### config.mk
export PLATFORM = sky130hd
export DESIGN_NAME = circ_addr_gen
export DESIGN_NICKNAME = d
export VERILOG_FILES = /design/src/rtl/circ_pkg.sv /design/src/rtl/circ_seq_ctrl.sv /design/src/rtl/circ_lane.sv /design/src/rtl/circ_addr_gen.sv
export SDC_FILE = /design/constraint.sdc
export NUM_CORES = 1
export LEC_CHECK = 0
export BUFFER_PORTS_ARGS = -buffer_cell sky130_fd_sc_hd__buf_2
export CAP_MARGIN = 40
export CORE_ASPECT_RATIO = 0.6
export CORE_MARGIN = 1
export CORE_UTILIZATION = 40
export DETAILED_ROUTE_END_ITERATION = 12
export PLACE_DENSITY = 0.81
export SYNTH_ARGS = -nofsm -noshare
export SYNTH_HDL_FRONTEND = slang
export SYNTH_HIERARCHICAL = 1
export SYNTH_SLANG_ARGS = --single-unit
export TNS_END_PERCENT = 100
### constraint.sdc
create_clock -name clk -period 2.5 [get_ports clk]
set_clock_uncertainty 0.2 [all_clocks]
set_input_delay 0.125 -clock clk [delete_from_list [all_inputs] [get_ports clk]]
set_output_delay 0.125 -clock clk [all_outputs]
set_load 0.005 [all_outputs]
### src/rtl/circ_pkg.sv
package circ_pkg;
  typedef enum logic [1:0] {
    ST_IDLE = 2'd0,
    ST_RUN  = 2'd1,
    ST_DONE = 2'd2
  } sweep_state_t;
endpackage

### src/rtl/circ_seq_ctrl.sv
module circ_seq_ctrl
  import circ_pkg::*;
#(
  parameter int WORDS = 8,
  localparam int WAW = $clog2(WORDS)
) (
  input  logic clk,
  input  logic rst,
  input  logic start,
  output logic load,
  output logic step,
  output logic valid,
  output logic done
);
  sweep_state_t     state;
  logic [WAW-1:0]   left;
  logic             accept;

  // a start is taken only when no sweep is in flight
  assign accept = start && (state != ST_RUN);
  assign load   = accept;
  assign step   = (state == ST_RUN) && (left != '0);

  always_ff @(posedge clk) begin
    if (rst) begin
      state <= ST_IDLE;
      left  <= '0;
      valid <= 1'b0;
      done  <= 1'b0;
    end else if (accept) begin
      state <= ST_RUN;
      left  <= WAW'(WORDS - 1);
      valid <= 1'b1;
      done  <= 1'b0;
    end else if (state == ST_RUN) begin
      if (left == '0) begin
        state <= ST_DONE;
        valid <= 1'b0;
        done  <= 1'b1;
      end else begin
        left <= left - WAW'(1);
      end
    end
  end
endmodule

### src/rtl/circ_lane.sv
module circ_lane #(
  parameter int SUB_SIZE = 64,
  parameter int PACK     = 8,
  localparam int WORDS = SUB_SIZE / PACK,
  localparam int SW    = $clog2(SUB_SIZE),
  localparam int PW    = $clog2(PACK),
  localparam int WAW   = $clog2(WORDS)
) (
  input  logic           clk,
  input  logic           rst,
  input  logic           load,
  input  logic           step,
  input  logic           linear,
  input  logic [SW-1:0]  shift_in,
  output logic [WAW-1:0] addr
);
  // rotation in words: drop the in-word bits, which must be zero anyway
  logic [WAW-1:0] base_word;
  assign base_word = shift_in[SW-1:PW];

  // modulo WORDS comes from the natural wrap of a WAW-bit register
  always_ff @(posedge clk) begin
    if (rst)       addr <= '0;
    else if (load) addr <= linear ? '0 : base_word;
    else if (step) addr <= addr + WAW'(1);
  end
endmodule

### src/rtl/circ_addr_gen.sv
module circ_addr_gen #(
  parameter int SUB_SIZE = 64,
  parameter int PACK     = 8,
  parameter int NUM_MEM  = 6,
  localparam int WORDS = SUB_SIZE / PACK,
  localparam int SW    = $clog2(SUB_SIZE),
  localparam int WAW   = $clog2(WORDS)
) (
  input  logic                   clk,
  input  logic                   rst,
  input  logic                   start,
  input  logic                   linear,
  input  logic [NUM_MEM*SW-1:0]  shift_tbl,
  output logic [NUM_MEM*WAW-1:0] addr_out,
  output logic                   addr_valid,
  output logic                   done
);
  logic load, step;

  circ_seq_ctrl #(.WORDS(WORDS)) u_ctrl (
    .clk   (clk),
    .rst   (rst),
    .start (start),
    .load  (load),
    .step  (step),
    .valid (addr_valid),
    .done  (done)
  );

  for (genvar i = 0; i < NUM_MEM; i++) begin : g_lane
    circ_lane #(.SUB_SIZE(SUB_SIZE), .PACK(PACK)) u_lane (
      .clk      (clk),
      .rst      (rst),
      .load     (load),
      .step     (step),
      .linear   (linear),
      .shift_in (shift_tbl[i*SW +: SW]),
      .addr     (addr_out[i*WAW +: WAW])
    );
  end
endmodule

==> flow_metrics.py, run 1 <==
metrics = {
    "yosys": {
        "synth-simple-area-share": 0.2852,
        "synth_top_area_share": 0.3569,
        "yosysTopAreaCell": "dfxtp_1",
        "syn_inst": 150,
        "synth-seq-area-share": 0.3569,
        "synth_fa_ha_area_frac": 0.07759,
        "synth_cell_types": 24,
        "ys_ff_latch": 23,
        "synthTopCellsByCount": "dfxtp_1 (23), nor3_1 (18), nor2_1 (15), inv_1 (10)",
        "post-synth-top-count-cell": "dfxtp_1",
        "synth-compound-area-share": 0.1872,
        "synth_mux_area_frac": 0,
        "yosysWarnings": 6,
        "synthesis.nets": 198,
        "synth_xor_area_frac": 0.04074,
        "synth_area_leaders": "dfxtp_1 (36%), ha_1 (7.8%), nor3_1 (7.0%)",
        "synth-edff-count": 0,
        "ys_async_sr_fraction": 0,
        "post_synth.cell_area_avg_um2": 8.600,
        "synth_ff_type": "dfxtp_1",
        "syn_area_um2": 1290,
        "synth_top_family_by_area": "simple AND/OR/NAND/NOR gates",
    },
    "clock_network": {
        "cts_buffer_depth": 2,
        "cts_tree": "yes",
        "htree_levels": 1,
        "cts_num_sinks": 23,
        "cts_root_buf": "clkbuf_8",
        "post_cts_resized": 0,
        "hold_buffers": 10,
        "insertion_delay_ns": 0.26,
        "numCtsBuffers": 3,
        "clk_pin_slew_ns": 0.08,
        "cts_setup_buffers": 0,
    },
    "global_routing": {
        "grt_pass1_wl_um": 4623,
        "antenna_found_initial": 0,
        "grt_pass1_vias": 1046,
        "globalRouteTotalUtil": 0.1788,
        "grt-ovfl-total": 0,
        "grt_max_degree": 43,
    },
    "drt": {
        "detail_route.iter0.violations": 80,
        "wire_per_inst_um": 11.92,
        "ant_nets": 0,
        "wirelength_um": 2896,
        "firstDrtPassIters": 4,
        "drc": 0,
        "post_drt_via_cell_ratio": 5.235,
        "routed-via-count": 1272,
    },
    "sta": {
        "max_slew_margin": 0.6940,
        "max_freq_ghz": 0.5150,
        "hold_ws_ns": 0.002551,
        "fin_crit_sh": 0.7767,
        "final_hold_viol_count": 0,
        "rsz0062_at_grt": "false",
        "fin_tns_setup_ns": 0,
        "slew_violations": 0,
        "finalSetupViolations": 0,
        "worst_slew_pin_slew_ns": 0.4590,
        "min_period_ns": 1.942,
    },
    "placed_design": {
        "dpl-instance-area_um2": 1548,
        "portBuffers": 41,
        "hpwl_um": 1951,
        "place.gp.congestion": 0.7248,
        "place_inst": 229,
    },
    "floorplanning": {
        "die_w_um": 75.32,
        "num_rows": 15,
        "die_y_um": 45.99,
        "core_area_um2": 2965,
        "io_pins": 60,
        "initial_core_util": 0.4350,
        "die_area_um2": 3464,
    },
    "layout": {
        "final_core_util": 0.5709,
        "nFillCells": 288,
        "drive_gt1_frac": 0.2985,
        "layout.cells.non_filler": 243,
        "final_nets": 250,
        "design_area_um2": 1693,
        "antenna_cells": 0,
        "syn2layout_area_growth_pct": 31.23,
    },
    "pwr": {
        "internal_power_mw": 0.6805,
        "p_switching_mw": 0.3015,
        "power.share.sequential": 0.446,
        "leakage_nw": 0.7812,
        "combinationalPowerShare": 0.322,
        "swShare": 0.3070,
        "ir_drop_mv": 0.3249,
        "pwr-share-clk": 0.232,
        "p_per_area_nw_per_um2": 580.1,
    },
    "hold_path": {
        "hold_class": "in2reg",
    },
    "run_status": {
        "outcome": "complete, no violations",
    },
    "worst_setup_path": {
        "timing.reg2reg.setup_slack_ns": 0.56,
        "cp.arrival_ns": 1.91,
        "start_kind": "flop",
        "critPathKind": "reg2reg",
        "required_ns": 2.47,
        "cp-end-kind": "flop",
        "critPathMaxFanout": 32,
    },
    "flow_run": {
        "maxCapViolCount": 0,
    },
}
## area by class of cell
type / instances / area (um^2) / area share
well taps: 42 / 52.55 / 0.03104
inverters: 10 / 37.54 / 0.02217
multi-input cells: 111 / 764.5 / 0.4516
repair buffers: 53 / 332.8 / 0.1966
clock buffers: 4 / 45.04 / 0.02661
flip-flops and latches: 23 / 460.4 / 0.2720
## kinds of logic (layout without fill, tap and decap cells)
logic type | after synthesis | in the layout
and+or+nand+nor | 66 | 66
xor gates and xnor gates | 6 | 6
buffers and inverters | 16 | 67
adders and majority gates | 8 | 8
AOI/OAI and AO/OA | 31 | 31
DFF | 23 | 23
## flip-flops by register name (all words and copies together), names as in the netlist
| signal | count |
|---|---|
| u_ctrl/left | 3 |
| u_ctrl/state | 2 |
| g_lane.u_lane/addr | 18 |
## power by group through the flow
stage / Combinational, mW / Clock [mW] / Sequential, mW
2_1_floorplan: 0.210 / 0 / 0.444
3_3_place_gp: 0.296 / 0 / 0.445
3_5_place_dp: 0.306 / 0 / 0.446
4_1_cts: 0.320 / 0.234 / 0.438
5_1_grt: 0.359 / 0.248 / 0.444
6_report: 0.317 / 0.227 / 0.438
## layout by cell type (no fill, tap or decap), drive strengths merged
master,synthesis,layout
a211oi,6,6
a21o,6,6
a21oi,1,1
a31oi,8,8
and3b,6,6
buf,0,43
clkbuf,6,4
dfxtp,23,23
dlygate4sd3,0,10
ha,8,8
inv,10,10
nand2,7,7
nand2b,3,3
nand3b,6,6
nor2,15,15
nor2b,3,3
nor3,18,18
nor4,6,6
o21ai,1,1
o221ai,1,1
o22a,6,6
o22ai,1,1
o31a,1,1
or4,2,2
xnor2,6,6
## stage by stage
step	setup WS [ns]	power [mW]
final	0.5581	0.9820
after global routing	0.3925	1.051
after CTS	0.5490	0.9921
after detailed placement	0.5638	0.7514
after global placement	0.6040	0.7406
after floorplan	0.3613	0.6544
## metal layers
| metal | part of all wire | track usage | vias to the layer above |
|---|---|---|---|
| met5 | 0 | 0 | - |
| met4 | 0 | 0.01111 | 0 |
| li1 | - | - | 655 |
| met3 | 0.071 | 0.05752 | 0 |
| met2 | 0.42 | 0.2857 | 48 |
| met1 | 0.50 | 0.2473 | 569 |
## critical path: stages (launching register included)
cell,delay (ns)
dfxtp_1,0.32
inv_1,0.08
ha_1,0.18
nor2b_1,0.25
nor2_2,0.04
buf_4,0.24
a31oi_1,0.21
nor2_1,0.05
nor4_1,0.26
## final timing paths
check | endpoint | start | depth (start not counted)
worst max-delay path | g_lane[1].u_lane/addr[2] | u_ctrl/left[0] | 8
worst max register to register | g_lane[1].u_lane/addr[2] | u_ctrl/left[0] | 8
worst min register to register | u_ctrl/left[0] | u_ctrl/left[0] | 1
worst min-delay path | g_lane[1].u_lane/addr[0] | shift_tbl[9] | 4
Note: power is estimated with default switching activity, not from simulation.
==> run 2: changes to the inputs <==
--- a/config.mk
+++ b/config.mk
@@ -5,13 +5,14 @@
 export SDC_FILE = /design/constraint.sdc
 export NUM_CORES = 1
 export LEC_CHECK = 0
+export ABC_AREA = 1
 export BUFFER_PORTS_ARGS = -buffer_cell sky130_fd_sc_hd__buf_2
 export CAP_MARGIN = 40
 export CORE_ASPECT_RATIO = 0.6
 export CORE_MARGIN = 1
 export CORE_UTILIZATION = 40
 export DETAILED_ROUTE_END_ITERATION = 12
-export PLACE_DENSITY = 0.81
+export PLACE_DENSITY = 0.79
 export SYNTH_ARGS = -nofsm -noshare
 export SYNTH_HDL_FRONTEND = slang
 export SYNTH_HIERARCHICAL = 1
==> constraint.sdc (replaced) <==
create_clock -name clk -period 1.7 [get_ports clk]
set_clock_uncertainty 0.2 [all_clocks]
set_input_delay 0.085 -clock clk [delete_from_list [all_inputs] [get_ports clk]]
set_output_delay 0.085 -clock clk [all_outputs]
set_load 0.005 [all_outputs]
==> run 2 against run 1 <==
  * Sequential share of layout area down 4.3 points
  * Hold slack better by 0.019 ns
  * Maximum frequency up 19%
  * Synthesized cell count increased by 43%
  * Largest power group unchanged
==> flow_metrics.py, run 2 <==
metrics = {
    "layout": {
        "nFillCells": 315,
        "layout_commonest_cell": "nand2_1",
        "antenna_cells": 0,
        "layout.cells.non_filler": 328,
        "final_nets": 332,
        "multi_input_area_um2": 824.5,
        "largest-register": "g_lane.u_lane/addr",
        "design_area_um2": 2026,
        "syn2layout_area_growth_pct": 37.90,
        "largest_register_ffs": 18,
        "final-seq-area_um2": 462.9,
        "drive_gt1_frac": 0.3392,
        "reg_top3": "g_lane.u_lane/addr x18, u_ctrl/left x3, u_ctrl/state x2",
        "final_core_util": 0.5987,
        "final_cell_mix": "nand2_1 (50), buf_2 (41), inv_1 (38), nand3_1 (24), dfxtp_1 (21)",
    },
    "yosys": {
        "post-synth-top-count-cell": "nand2_1",
        "synthesis.nets": 263,
        "synth-edff-count": 0,
        "synthTopCellsByCount": "nand2_1 (50), inv_1 (39), nand3_1 (24), dfxtp_1 (23)",
        "synth_area_leaders": "dfxtp_1 (31%), nand2_1 (13%), a21oi_2 (11%)",
        "ys_async_sr_fraction": 0,
        "ys_ff_latch": 23,
        "yosysWarnings": 6,
        "syn_area_um2": 1469,
        "synth_top_area_share": 0.3135,
        "synth_cell_types": 16,
        "syn_inst": 215,
        "yosysTopAreaCell": "dfxtp_1",
        "synth_ff_type": "dfxtp_1",
        "synth-seq-area-share": 0.3135,
        "post_synth.cell_area_avg_um2": 6.832,
    },
    "pwr": {
        "ir_drop_mv": 0.5701,
        "leakage_nw": 1.042,
        "p_total_mw": 1.575,
        "p_per_area_nw_per_um2": 777.5,
    },
    "global_routing": {
        "grt_pass1_vias": 1368,
        "grt-ovfl-total": 0,
        "grt_busiest_layer": "met2",
        "grt_max_degree": 14,
        "grt_pass1_wl_um": 5885,
        "globalRouteTotalUtil": 0.1881,
        "use_met1": 0.2680,
        "antenna_found_initial": 0,
        "grtUsageMet3": 0.04299,
        "grtUsageMet2": 0.2863,
    },
    "worst_setup_path": {
        "cp-end-kind": "flop",
        "worstPathCellList": "inv_1, ha_1, nand2_1, nand2_2, inv_6, inv_2, o21ai_0, a21oi_2",
        "path_depth": 8,
        "required_ns": 1.65,
        "cp.arrival_ns": 1.59,
        "start_kind": "flop",
        "crit_family": "flip-flops",
        "critPathKind": "reg2reg",
        "crit_buf_inv": 3,
        "slowest_stage": "dfxtp_1",
        "critPathMaxStageDelay_ns": 0.33,
        "critPathMaxFanout": 13,
        "reg2regPathDepth": 8,
    },
    "hold_path": {
        "min_path_cells": 4,
        "hold_class": "in2reg",
    },
    "placed_design": {
        "place_inst": 305,
        "place.gp.congestion": 0.7851,
        "hpwl_um": 2577,
        "place_ws_ns": 0.02988,
        "portBuffers": 41,
        "dpl-instance-area_um2": 1764,
    },
    "sta": {
        "finalSetupViolations": 0,
        "hold_ws_ns": 0.02167,
        "rsz0062_at_grt": "false",
        "max_slew_margin": 0.8342,
        "timing.final.ws_setup_ns": 0.06684,
        "max_freq_ghz": 0.6123,
        "min_period_ns": 1.633,
        "final_hold_viol_count": 0,
        "slew_violations": 0,
        "fin_tns_setup_ns": 0,
        "fin_crit_sh": 0.9607,
        "worst_slew_pin_slew_ns": 0.2461,
    },
    "clock_network": {
        "numCtsBuffers": 3,
        "htree_levels": 1,
        "cts_tree": "yes",
        "cts_buffer_depth": 2,
        "cts_root_buf": "clkbuf_8",
        "insertion_delay_ns": 0.26,
        "clk_pin_slew_ns": 0.08,
        "cts_setup_buffers": 0,
        "cts_num_sinks": 23,
    },
    "drt": {
        "post_drt_via_cell_ratio": 4.707,
        "drc": 0,
        "detail_route.iter0.violations": 59,
        "wire_per_inst_um": 10.86,
        "ant_nets": 0,
        "wirelength_um": 3561,
        "routed-via-count": 1544,
        "firstDrtPassIters": 4,
    },
    "floorplanning": {
        "die_w_um": 80.24,
        "die_y_um": 48.94,
        "die_area_um2": 3927,
        "initial_core_util": 0.4342,
        "io_pins": 60,
        "num_rows": 16,
        "core_area_um2": 3383,
    },
    "flow_run": {
        "maxCapViolCount": 0,
    },
    "run_status": {
        "outcome": "complete, no violations",
    },
}
## run 2: cell count changes after synthesis, sizes merged, moves of 8 or more
cell and change:
a21oi +18, a31oi -8, inv +42, nand2 +51, nand3 +24, nor2 -11, nor3 -18, o21ai +24
## run 2: what timing repair did
| action | CTS | global route |
|---|---|---|
| endpoints found under the hold margin | 20 | 0 |
| setup endpoints to repair | 0 | 18 |
| hold buffers | 19 | 0 |
| resized for setup | 0 | 11 |
## run 2: cell families after synthesis
family,share of synthesized area
DFF,0.3135
adders and majority gates,0.06815
AOI/OAI and AO/OA,0.2027
buffers and inverters,0.1363
and+or+nand+nor,0.2794
## run 2: worst paths after layout
check	slack, ns	from	to
max reg2reg	0.07	u_ctrl/left[1]	g_lane[0].u_lane/addr[1]
max	0.07	u_ctrl/left[1]	g_lane[0].u_lane/addr[1]
min	0.02	linear	g_lane[5].u_lane/addr[0]
min reg2reg	0.35	u_ctrl/left[1]	u_ctrl/left[1]
## run 2: worst reg2reg max path, cell delays in order (launching register included)
cell and delay (ns):
dfxtp_1 0.33, inv_1 0.07, ha_1 0.20, nand2_1 0.11, nand2_2 0.10, inv_6 0.14
inv_2 0.07, o21ai_0 0.23, a21oi_2 0.08
## run 2: report_power, final
| group | total [mW] | internal [mW] | switching, mW |
|---|---|---|---|
| Clock | 0.338 | 0.163 | 0.174 |
| Combinational | 0.567 | 0.246 | 0.321 |
| Sequential | 0.670 | 0.608 | 0.0624 |
## run 2: layout make-up
cell class	count	share of cell area
Clock buffer	3	0.02038
Tap cell	45	0.02779
Inverter	53	0.1038
Sequential cell	23	0.2285
Multi-Input combinational cell	139	0.4070
Timing Repair Buffer	64	0.2100
Clock inverter	1	0.002471
## run 2: layer usage
layer  vias up  part of all wire
met5         -                 0
met4         0            0.0053
met3         2             0.052
met2        44              0.46
met1       683              0.49
li1        815                 -
